### src/rtl/wca_pkg.sv
package wca_pkg;
  // Strobes issued by the window control to the score datapath
  typedef struct packed {
    logic clear;  // zero scores, window restarts
    logic push;   // accept event, add its weights
    logic pop;    // window full, subtract oldest weights
  } ctrl_strb_t;
endpackage

### src/rtl/wca_weight_rom.sv
module wca_weight_rom #(
  parameter int NUM_CLASSES = 4,
  parameter int IDX_W       = 10,
  parameter int WEIGHT_W    = 12
) (
  input  logic [IDX_W-1:0]                idx,
  output logic [NUM_CLASSES*WEIGHT_W-1:0] wts
);
  // Arithmetic weight table: ((idx*29 + c*71) mod 2^W) - 2^(W-1)
  always_comb begin
    for (int c = 0; c < NUM_CLASSES; c++) begin
      logic [31:0] raw;
      raw = 32'(idx) * 32'd29 + 32'(c) * 32'd71;
      // subtracting half range equals inverting the top bit
      wts[c*WEIGHT_W +: WEIGHT_W] = {~raw[WEIGHT_W-1], raw[WEIGHT_W-2:0]};
    end
  end
endmodule

### src/rtl/wca_ctrl.sv
module wca_ctrl
  import wca_pkg::*;
#(
  parameter int WIN_DEPTH = 256,
  parameter int PTR_W     = 8,
  parameter int CNT_W     = 9
) (
  input  logic             clk,
  input  logic             rst_n,
  input  logic             clearIn,
  input  logic             validIn,
  output ctrl_strb_t       strb,
  output logic [PTR_W-1:0] wrPtr
);
  localparam logic [CNT_W-1:0] FULL_CNT = CNT_W'(WIN_DEPTH);
  localparam logic [PTR_W-1:0] LAST_PTR = PTR_W'(WIN_DEPTH - 1);

  logic [CNT_W-1:0] fillCnt;
  logic             isFull;

  assign isFull     = (fillCnt == FULL_CNT);
  assign strb.clear = clearIn;
  assign strb.push  = validIn & ~clearIn;
  assign strb.pop   = validIn & ~clearIn & isFull;

  always_ff @(posedge clk or negedge rst_n) begin
    if (!rst_n) begin
      fillCnt <= '0;
      wrPtr   <= '0;
    end else if (strb.clear) begin
      fillCnt <= '0;
      wrPtr   <= '0;
    end else if (strb.push) begin
      wrPtr <= (wrPtr == LAST_PTR) ? '0 : wrPtr + 1'b1;
      if (!isFull) fillCnt <= fillCnt + 1'b1;
    end
  end


  fill_bound_chk: assert property (@(posedge clk) disable iff (!rst_n)
    fillCnt <= FULL_CNT);


  evict_with_add_chk: assert property (@(posedge clk) disable iff (!rst_n)
    strb.pop |-> (strb.push && !strb.clear));


  clear_empties_chk: assert property (@(posedge clk) disable iff (!rst_n)
    strb.clear |=> (fillCnt == '0 && wrPtr == '0));
endmodule

### src/rtl/wca_datapath.sv
module wca_datapath
  import wca_pkg::*;
#(
  parameter int NUM_CLASSES = 4,
  parameter int IDX_W       = 10,
  parameter int WIN_DEPTH   = 256,
  parameter int WEIGHT_W    = 12,
  parameter int ACC_W       = 21,
  parameter int PTR_W       = 8,
  parameter int CLS_W       = 2
) (
  input  logic                         clk,
  input  logic                         rst_n,
  input  ctrl_strb_t                   strb,
  input  logic [PTR_W-1:0]             wrPtr,
  input  logic [IDX_W-1:0]             index,
  output logic [NUM_CLASSES*ACC_W-1:0] scores,
  output logic [CLS_W-1:0]             best
);
  logic [IDX_W-1:0]                winMem [WIN_DEPTH];
  logic [IDX_W-1:0]                oldIdx;
  logic [NUM_CLASSES*WEIGHT_W-1:0] addWts;
  logic [NUM_CLASSES*WEIGHT_W-1:0] subWts;
  logic signed [ACC_W-1:0]         score [NUM_CLASSES];

  // Oldest entry sits at the write pointer once the window is full
  assign oldIdx = winMem[wrPtr];

  always_ff @(posedge clk) begin
    if (strb.push) winMem[wrPtr] <= index;
  end

  wca_weight_rom #(.NUM_CLASSES(NUM_CLASSES), .IDX_W(IDX_W), .WEIGHT_W(WEIGHT_W))
    i_add_rom (.idx(index), .wts(addWts));

  wca_weight_rom #(.NUM_CLASSES(NUM_CLASSES), .IDX_W(IDX_W), .WEIGHT_W(WEIGHT_W))
    i_sub_rom (.idx(oldIdx), .wts(subWts));

  for (genvar g = 0; g < NUM_CLASSES; g++) begin : g_cls
    logic signed [WEIGHT_W-1:0] wAdd, wSub;
    logic signed [ACC_W-1:0]    addTerm, subTerm;

    assign wAdd    = addWts[g*WEIGHT_W +: WEIGHT_W];
    assign wSub    = subWts[g*WEIGHT_W +: WEIGHT_W];
    assign addTerm = strb.push ? ACC_W'(wAdd) : '0;
    assign subTerm = strb.pop  ? ACC_W'(wSub) : '0;

    always_ff @(posedge clk or negedge rst_n) begin
      if (!rst_n)          score[g] <= '0;
      else if (strb.clear) score[g] <= '0;
      else                 score[g] <= score[g] + addTerm - subTerm;
    end

    assign scores[g*ACC_W +: ACC_W] = score[g];


    clr_zero_chk: assert property (@(posedge clk) disable iff (!rst_n)
      strb.clear |=> (score[g] == '0));


    idle_hold_chk: assert property (@(posedge clk) disable iff (!rst_n)
      (!strb.push && !strb.clear) |=> $stable(score[g]));
  end

  // Argmax, strict compare keeps the lowest class on ties
  always_comb begin
    best = '0;
    for (int c = 1; c < NUM_CLASSES; c++) begin
      if (score[c] > score[best]) best = CLS_W'(c);
    end
  end

  always_ff @(posedge clk) begin
    if (rst_n) begin
      for (int c = 0; c < NUM_CLASSES; c++) begin
        if (c < int'(best)) begin

          argmax_tie_chk: assert (score[c] < score[best]);
        end else begin

          argmax_max_chk: assert (score[c] <= score[best]);
        end
      end
    end
  end
endmodule

### src/rtl/window_class_acc.sv
module window_class_acc
  import wca_pkg::*;
#(
  parameter int NUM_CLASSES = 4,
  parameter int IDX_W       = 10,
  parameter int WIN_DEPTH   = 256,
  parameter int WEIGHT_W    = 12,
  localparam int ACC_W      = WEIGHT_W + $clog2(WIN_DEPTH + 1),
  localparam int CLS_W      = (NUM_CLASSES > 1) ? $clog2(NUM_CLASSES) : 1
) (
  input  logic                         clk,
  input  logic                         rst_n,
  input  logic                         clear_i,
  input  logic                         valid_i,
  input  logic [IDX_W-1:0]             index_i,
  output logic [NUM_CLASSES*ACC_W-1:0] scores_o,
  output logic [CLS_W-1:0]             best_o
);
  localparam int PTR_W = (WIN_DEPTH > 1) ? $clog2(WIN_DEPTH) : 1;
  localparam int CNT_W = $clog2(WIN_DEPTH + 1);

  ctrl_strb_t       strb;
  logic [PTR_W-1:0] wrPtr;

  wca_ctrl #(.WIN_DEPTH(WIN_DEPTH), .PTR_W(PTR_W), .CNT_W(CNT_W)) i_ctrl (
    .clk(clk), .rst_n(rst_n), .clearIn(clear_i), .validIn(valid_i),
    .strb(strb), .wrPtr(wrPtr)
  );

  wca_datapath #(
    .NUM_CLASSES(NUM_CLASSES), .IDX_W(IDX_W), .WIN_DEPTH(WIN_DEPTH),
    .WEIGHT_W(WEIGHT_W), .ACC_W(ACC_W), .PTR_W(PTR_W), .CLS_W(CLS_W)
  ) i_dp (
    .clk(clk), .rst_n(rst_n), .strb(strb), .wrPtr(wrPtr), .index(index_i),
    .scores(scores_o), .best(best_o)
  );
endmodule

### config.mk
export PLATFORM = sky130hd
export DESIGN_NAME = window_class_acc
export DESIGN_NICKNAME = d
export VERILOG_FILES = /design/src/rtl/wca_pkg.sv /design/src/rtl/wca_weight_rom.sv /design/src/rtl/wca_ctrl.sv /design/src/rtl/wca_datapath.sv /design/src/rtl/window_class_acc.sv
export SDC_FILE = /design/constraint.sdc
export NUM_CORES = 2
export LEC_CHECK = 0
export CORE_MARGIN = 4
export CORE_UTILIZATION = 34
export DETAILED_ROUTE_END_ITERATION = 12
export GPL_ROUTABILITY_DRIVEN = 0
export HOLD_SLACK_MARGIN = 0.03
export SETUP_SLACK_MARGIN = 0.15
export SLEW_MARGIN = 20
export SYNTH_ARGS = -nofsm -noshare
export SYNTH_HDL_FRONTEND = slang
export SYNTH_SLANG_ARGS = --single-unit
### constraint.sdc
create_clock -name clk -period 12.8 [get_ports clk]
set_clock_uncertainty 0.1 [all_clocks]
set_input_delay 2.56 -clock clk [delete_from_list [all_inputs] [get_ports clk]]
set_output_delay 2.56 -clock clk [all_outputs]
set_load 0.1 [all_outputs]
==> flow_summary.yaml <==
outcome:
  outcome: "completed"
clock_tree:
  clk_path_buf_depth: 4
  cts_setup_buffers: 0
  insertion_delay_ns: 0.92
  clkTransAtPathRegs_ns: 0.06
  cts_tree: "done"
  tritoncts.num_buffers: 282
  clkSinkCount: 2661
  htree_levels: 5
  cts_root_buffer: "clkbuf_16"
  hold_buffers: 0
  ctsResizeCount: 0
placed_design:
  dpl_cell_area_sq_mm: 0.121
  place_ws_ns: 1.10
  dp_hpwl_microns: 206000
  port_buffers: 99
power_and_ir_drop:
  seq_power_share_pct: 38.1
  power.leakage_nw: 42.1
  switching_share_pct: 33.5
  clockPowerShare_pct: 31.5
  p_comb_share_pct: 30.4
  ir_worst_vdd_mv: 0.410
  power_switching_w: 0.00868
  powerDensity_mw_per_mm2: 199
  internal-power_w: 0.0172
critical_path:
  critPathArrivalTime_ns: 9.41
  critPathMaxFanout: 25
  crit_path_start_kind: "flop"
  crit_required_ns: 10.14
  setup.worst_path.class: "flop to output pin"
  cp_slowest_stage_delay_ns: 0.97
  slowest_stage: "clkdlybuf4s50_1"
  worst_setup_path_end_kind: "output pin"
  cpMostUsedCell: "o21a_1"
synthesis:
  syn_area_per_cell_sq_um: 18.8
  synth-seq-cells: 2661
  syn_inst: 6068
  synth.net_count: 6393
  synthArstFlopShare_pct: 3.80
  yosys.cell_types.count: 84
  yosysSeqAreaShare_pct: 69.7
  synth_area_sq_mm: 0.114
  yosysWarnings: 0
  synth-edff-count: 2560
  synthFlopType: "edfxtp_1"
timing:
  setup_viol: 0
  fin_setup_tns_ns: 0
  rsz0062_at_grt: "false"
  slew_viol_final: 0
  fmax_mhz: 82.8
  period_minus_slack_ns: 12.07
  setup_slack_ns: 0.726
  min_period_over_period_pct: 94.3
  hold_viol_final: 0
  tightestPinTransition_ns: 1.37
  slew_headroom_pct: 7.65
final_layout:
  postLayoutCoreUtil_pct: 39.1
  drive_gt1_share_pct: 23.6
  design_area_sq_mm: 0.131
  synthToLayoutAreaGrowth_pct: 14.5
  fin_nets: 6719
floorplanning:
  ios: 100
  die_w_microns: 587
  start_util_pct: 34.2
  rows: 212
  fp.dieH_microns: 587
  die-area_sq_mm: 0.345
  core_area_sq_mm: 0.334
route:
  drc: 0
  drt-initial-drc-count: 7576
  wl_microns: 322000
  wl_per_cell_microns: 29.3
  ant_nets: 0
  firstDrtPassIters: 6
  vias: 60443
  viasPerCell: 5.49
global_route:
  use_met3_pct: 3.27
  met1_usage_pct: 25.7
  grt_antenna_before_repair: 10
  grt_pass1_vias: 60621
  grt_use_total_pct: 18.3
  grt.overflow.total: 0
  grt_pass1_wl_microns: 462000
  use_met2_pct: 29.3
  grt.busiest_layer: "met2"
  grt_max_degree: 161
job:
  maxCapViolCount: 0
worst_hold_path:
  min_path_type: "flop to flop"
## critical path: cells and delay by family, from the launching register on
family / cells / cell delay [ns]
AO/OA/AOI/OAI: 18 / 3.79
AND/OR/NAND/NOR: 7 / 1.80
adder cells (fa/ha/maj): 3 / 1.48
buffers and inverters: 1 / 0.97
flip-flops: 1 / 0.50
## placed cells by master (no fill, tap or decap), types with 19 or more instances in the layout
| cell | n |
|---|---|
| nand4_1 | 24 |
| nor3_1 | 36 |
| nand2_1 | 127 |
| buf_4 | 235 |
| a22oi_1 | 46 |
| nand2b_1 | 22 |
| mux2i_1 | 73 |
| fa_1 | 106 |
| nor2_1 | 380 |
| a21oi_1 | 136 |
| nand3_1 | 68 |
| o21ai_0 | 56 |
| nor2b_1 | 36 |
| nor2_2 | 83 |
| bufinv_16 | 26 |
| o31ai_1 | 32 |
| dfrtp_1 | 94 |
| and2_1 | 21 |
| buf_12 | 25 |
| edfxtp_1 | 2560 |
| clkbuf_1 | 49 |
| o22ai_1 | 39 |
| clkinv_1 | 58 |
| o21a_1 | 19 |
| o211ai_1 | 50 |
| clkinv_2 | 51 |
| mux4_2 | 736 |
| clkbuf_16 | 286 |
| inv_1 | 341 |
| a21o_1 | 51 |
| xnor2_1 | 89 |
| xor2_1 | 61 |
| clkdlybuf4s50_1 | 87 |
| ha_1 | 205 |
## registers in the layout, indices dropped and copies added, names as in the netlist
| register | cells |
|---|---|
| i_dp.scores | 84 |
| i_ctrl.fillCnt | 9 |
| i_dp.winMem | 2560 |
| i_ctrl.wrPtr | 8 |
## cell type report
| class | instances | area [sq um] |
|---|---|---|
| fillers | 29786 | 203000 |
| flip-flops and latches | 2661 | 79400 |
| multi-input cells | 2747 | 31900 |
| clock buffers | 337 | 7370 |
| well taps | 4387 | 5490 |
| repair buffers | 358 | 3280 |
| clock inverters | 167 | 1740 |
| inverters | 344 | 1300 |
| diodes | 5 | 12.5 |
## through the flow
stage               std cells  hold WS, ns  total power (W)
global route            11001        0.504           0.0272
CTS                     11001        0.463           0.0260
detailed placement      10497        0.451           0.0179
global placement        10497        0.443           0.0177
finish                  11006        0.470           0.0259
floorplan                6068        0.414           0.0158
## synthesized netlist by cell type (37+ instances only)
cell	count	area, sq um
a21o_1	51	383
nor2_1	465	1750
mux2i_1	73	731
dfrtp_1	101	2530
o21ai_0	56	280
a21oi_1	136	681
nand3_1	84	420
nor2b_1	40	250
clkbuf_1	161	604
mux4_2	736	16600
ha_1	205	2560
buf_2	70	350
fa_1	106	2120
xnor2_1	89	780
o22ai_1	39	244
nor3_1	37	185
edfxtp_1	2560	76900
xor2_1	61	534
a22oi_1	46	345
o211ai_1	50	375
nand2_1	127	477
inv_1	341	1280
## path summary, 6_finish.rpt
path                                                from                            end  slack (ns)  cells past startpoint
setup reg to reg             i_ctrl.wrPtr[0]$_DFFE_PN0P_      i_dp.scores[62]$_DFF_PN0_        0.88                     35
setup / recovery               i_dp.scores[41]$_DFF_PN0_                      best_o[1]        0.73                     29
hold / removal             i_ctrl.fillCnt[8]$_DFFE_PN0P_  i_ctrl.fillCnt[8]$_DFFE_PN0P_        0.47                      2
min in group asynchronous                          rst_n      i_dp.scores[79]$_DFF_PN0_        1.62                      1
hold reg to reg            i_ctrl.fillCnt[8]$_DFFE_PN0P_  i_ctrl.fillCnt[8]$_DFFE_PN0P_        0.47                      2
max in group asynchronous                          rst_n      i_dp.scores[42]$_DFF_PN0_        9.68                      2
## per-layer routing
layer  vias up  wire length [microns]
li1      24896                      -
met1     32216                 132000
met4         2                  10400
met5         -                     13
met2      2807                 153000
met3       522                  27000
## cells by family after synthesis
| family | count (synthesis) | share of synthesized area [%] |
|---|---|---|
| flip-flops | 2661 | 69.7 |
| AND/OR/NAND/NOR | 904 | 3.62 |
| multiplexers | 830 | 15.5 |
| buffers and inverters | 660 | 2.68 |
| AO/OA/AOI/OAI | 551 | 3.25 |
| adder cells (fa/ha/maj) | 311 | 4.11 |
| XOR/XNOR | 151 | 1.17 |
## power groups by stage
stage                     clock, W  combinational [W]  sequential [W]
after global routing       0.00866            0.00862         0.00988
after detailed placement         0            0.00781          0.0101
after global placement           0            0.00769          0.0101
final                      0.00816            0.00787         0.00988
after CTS                  0.00828            0.00785         0.00987
after floorplan                  0            0.00515          0.0106
Note: power is estimated with default switching activity, not from simulation.
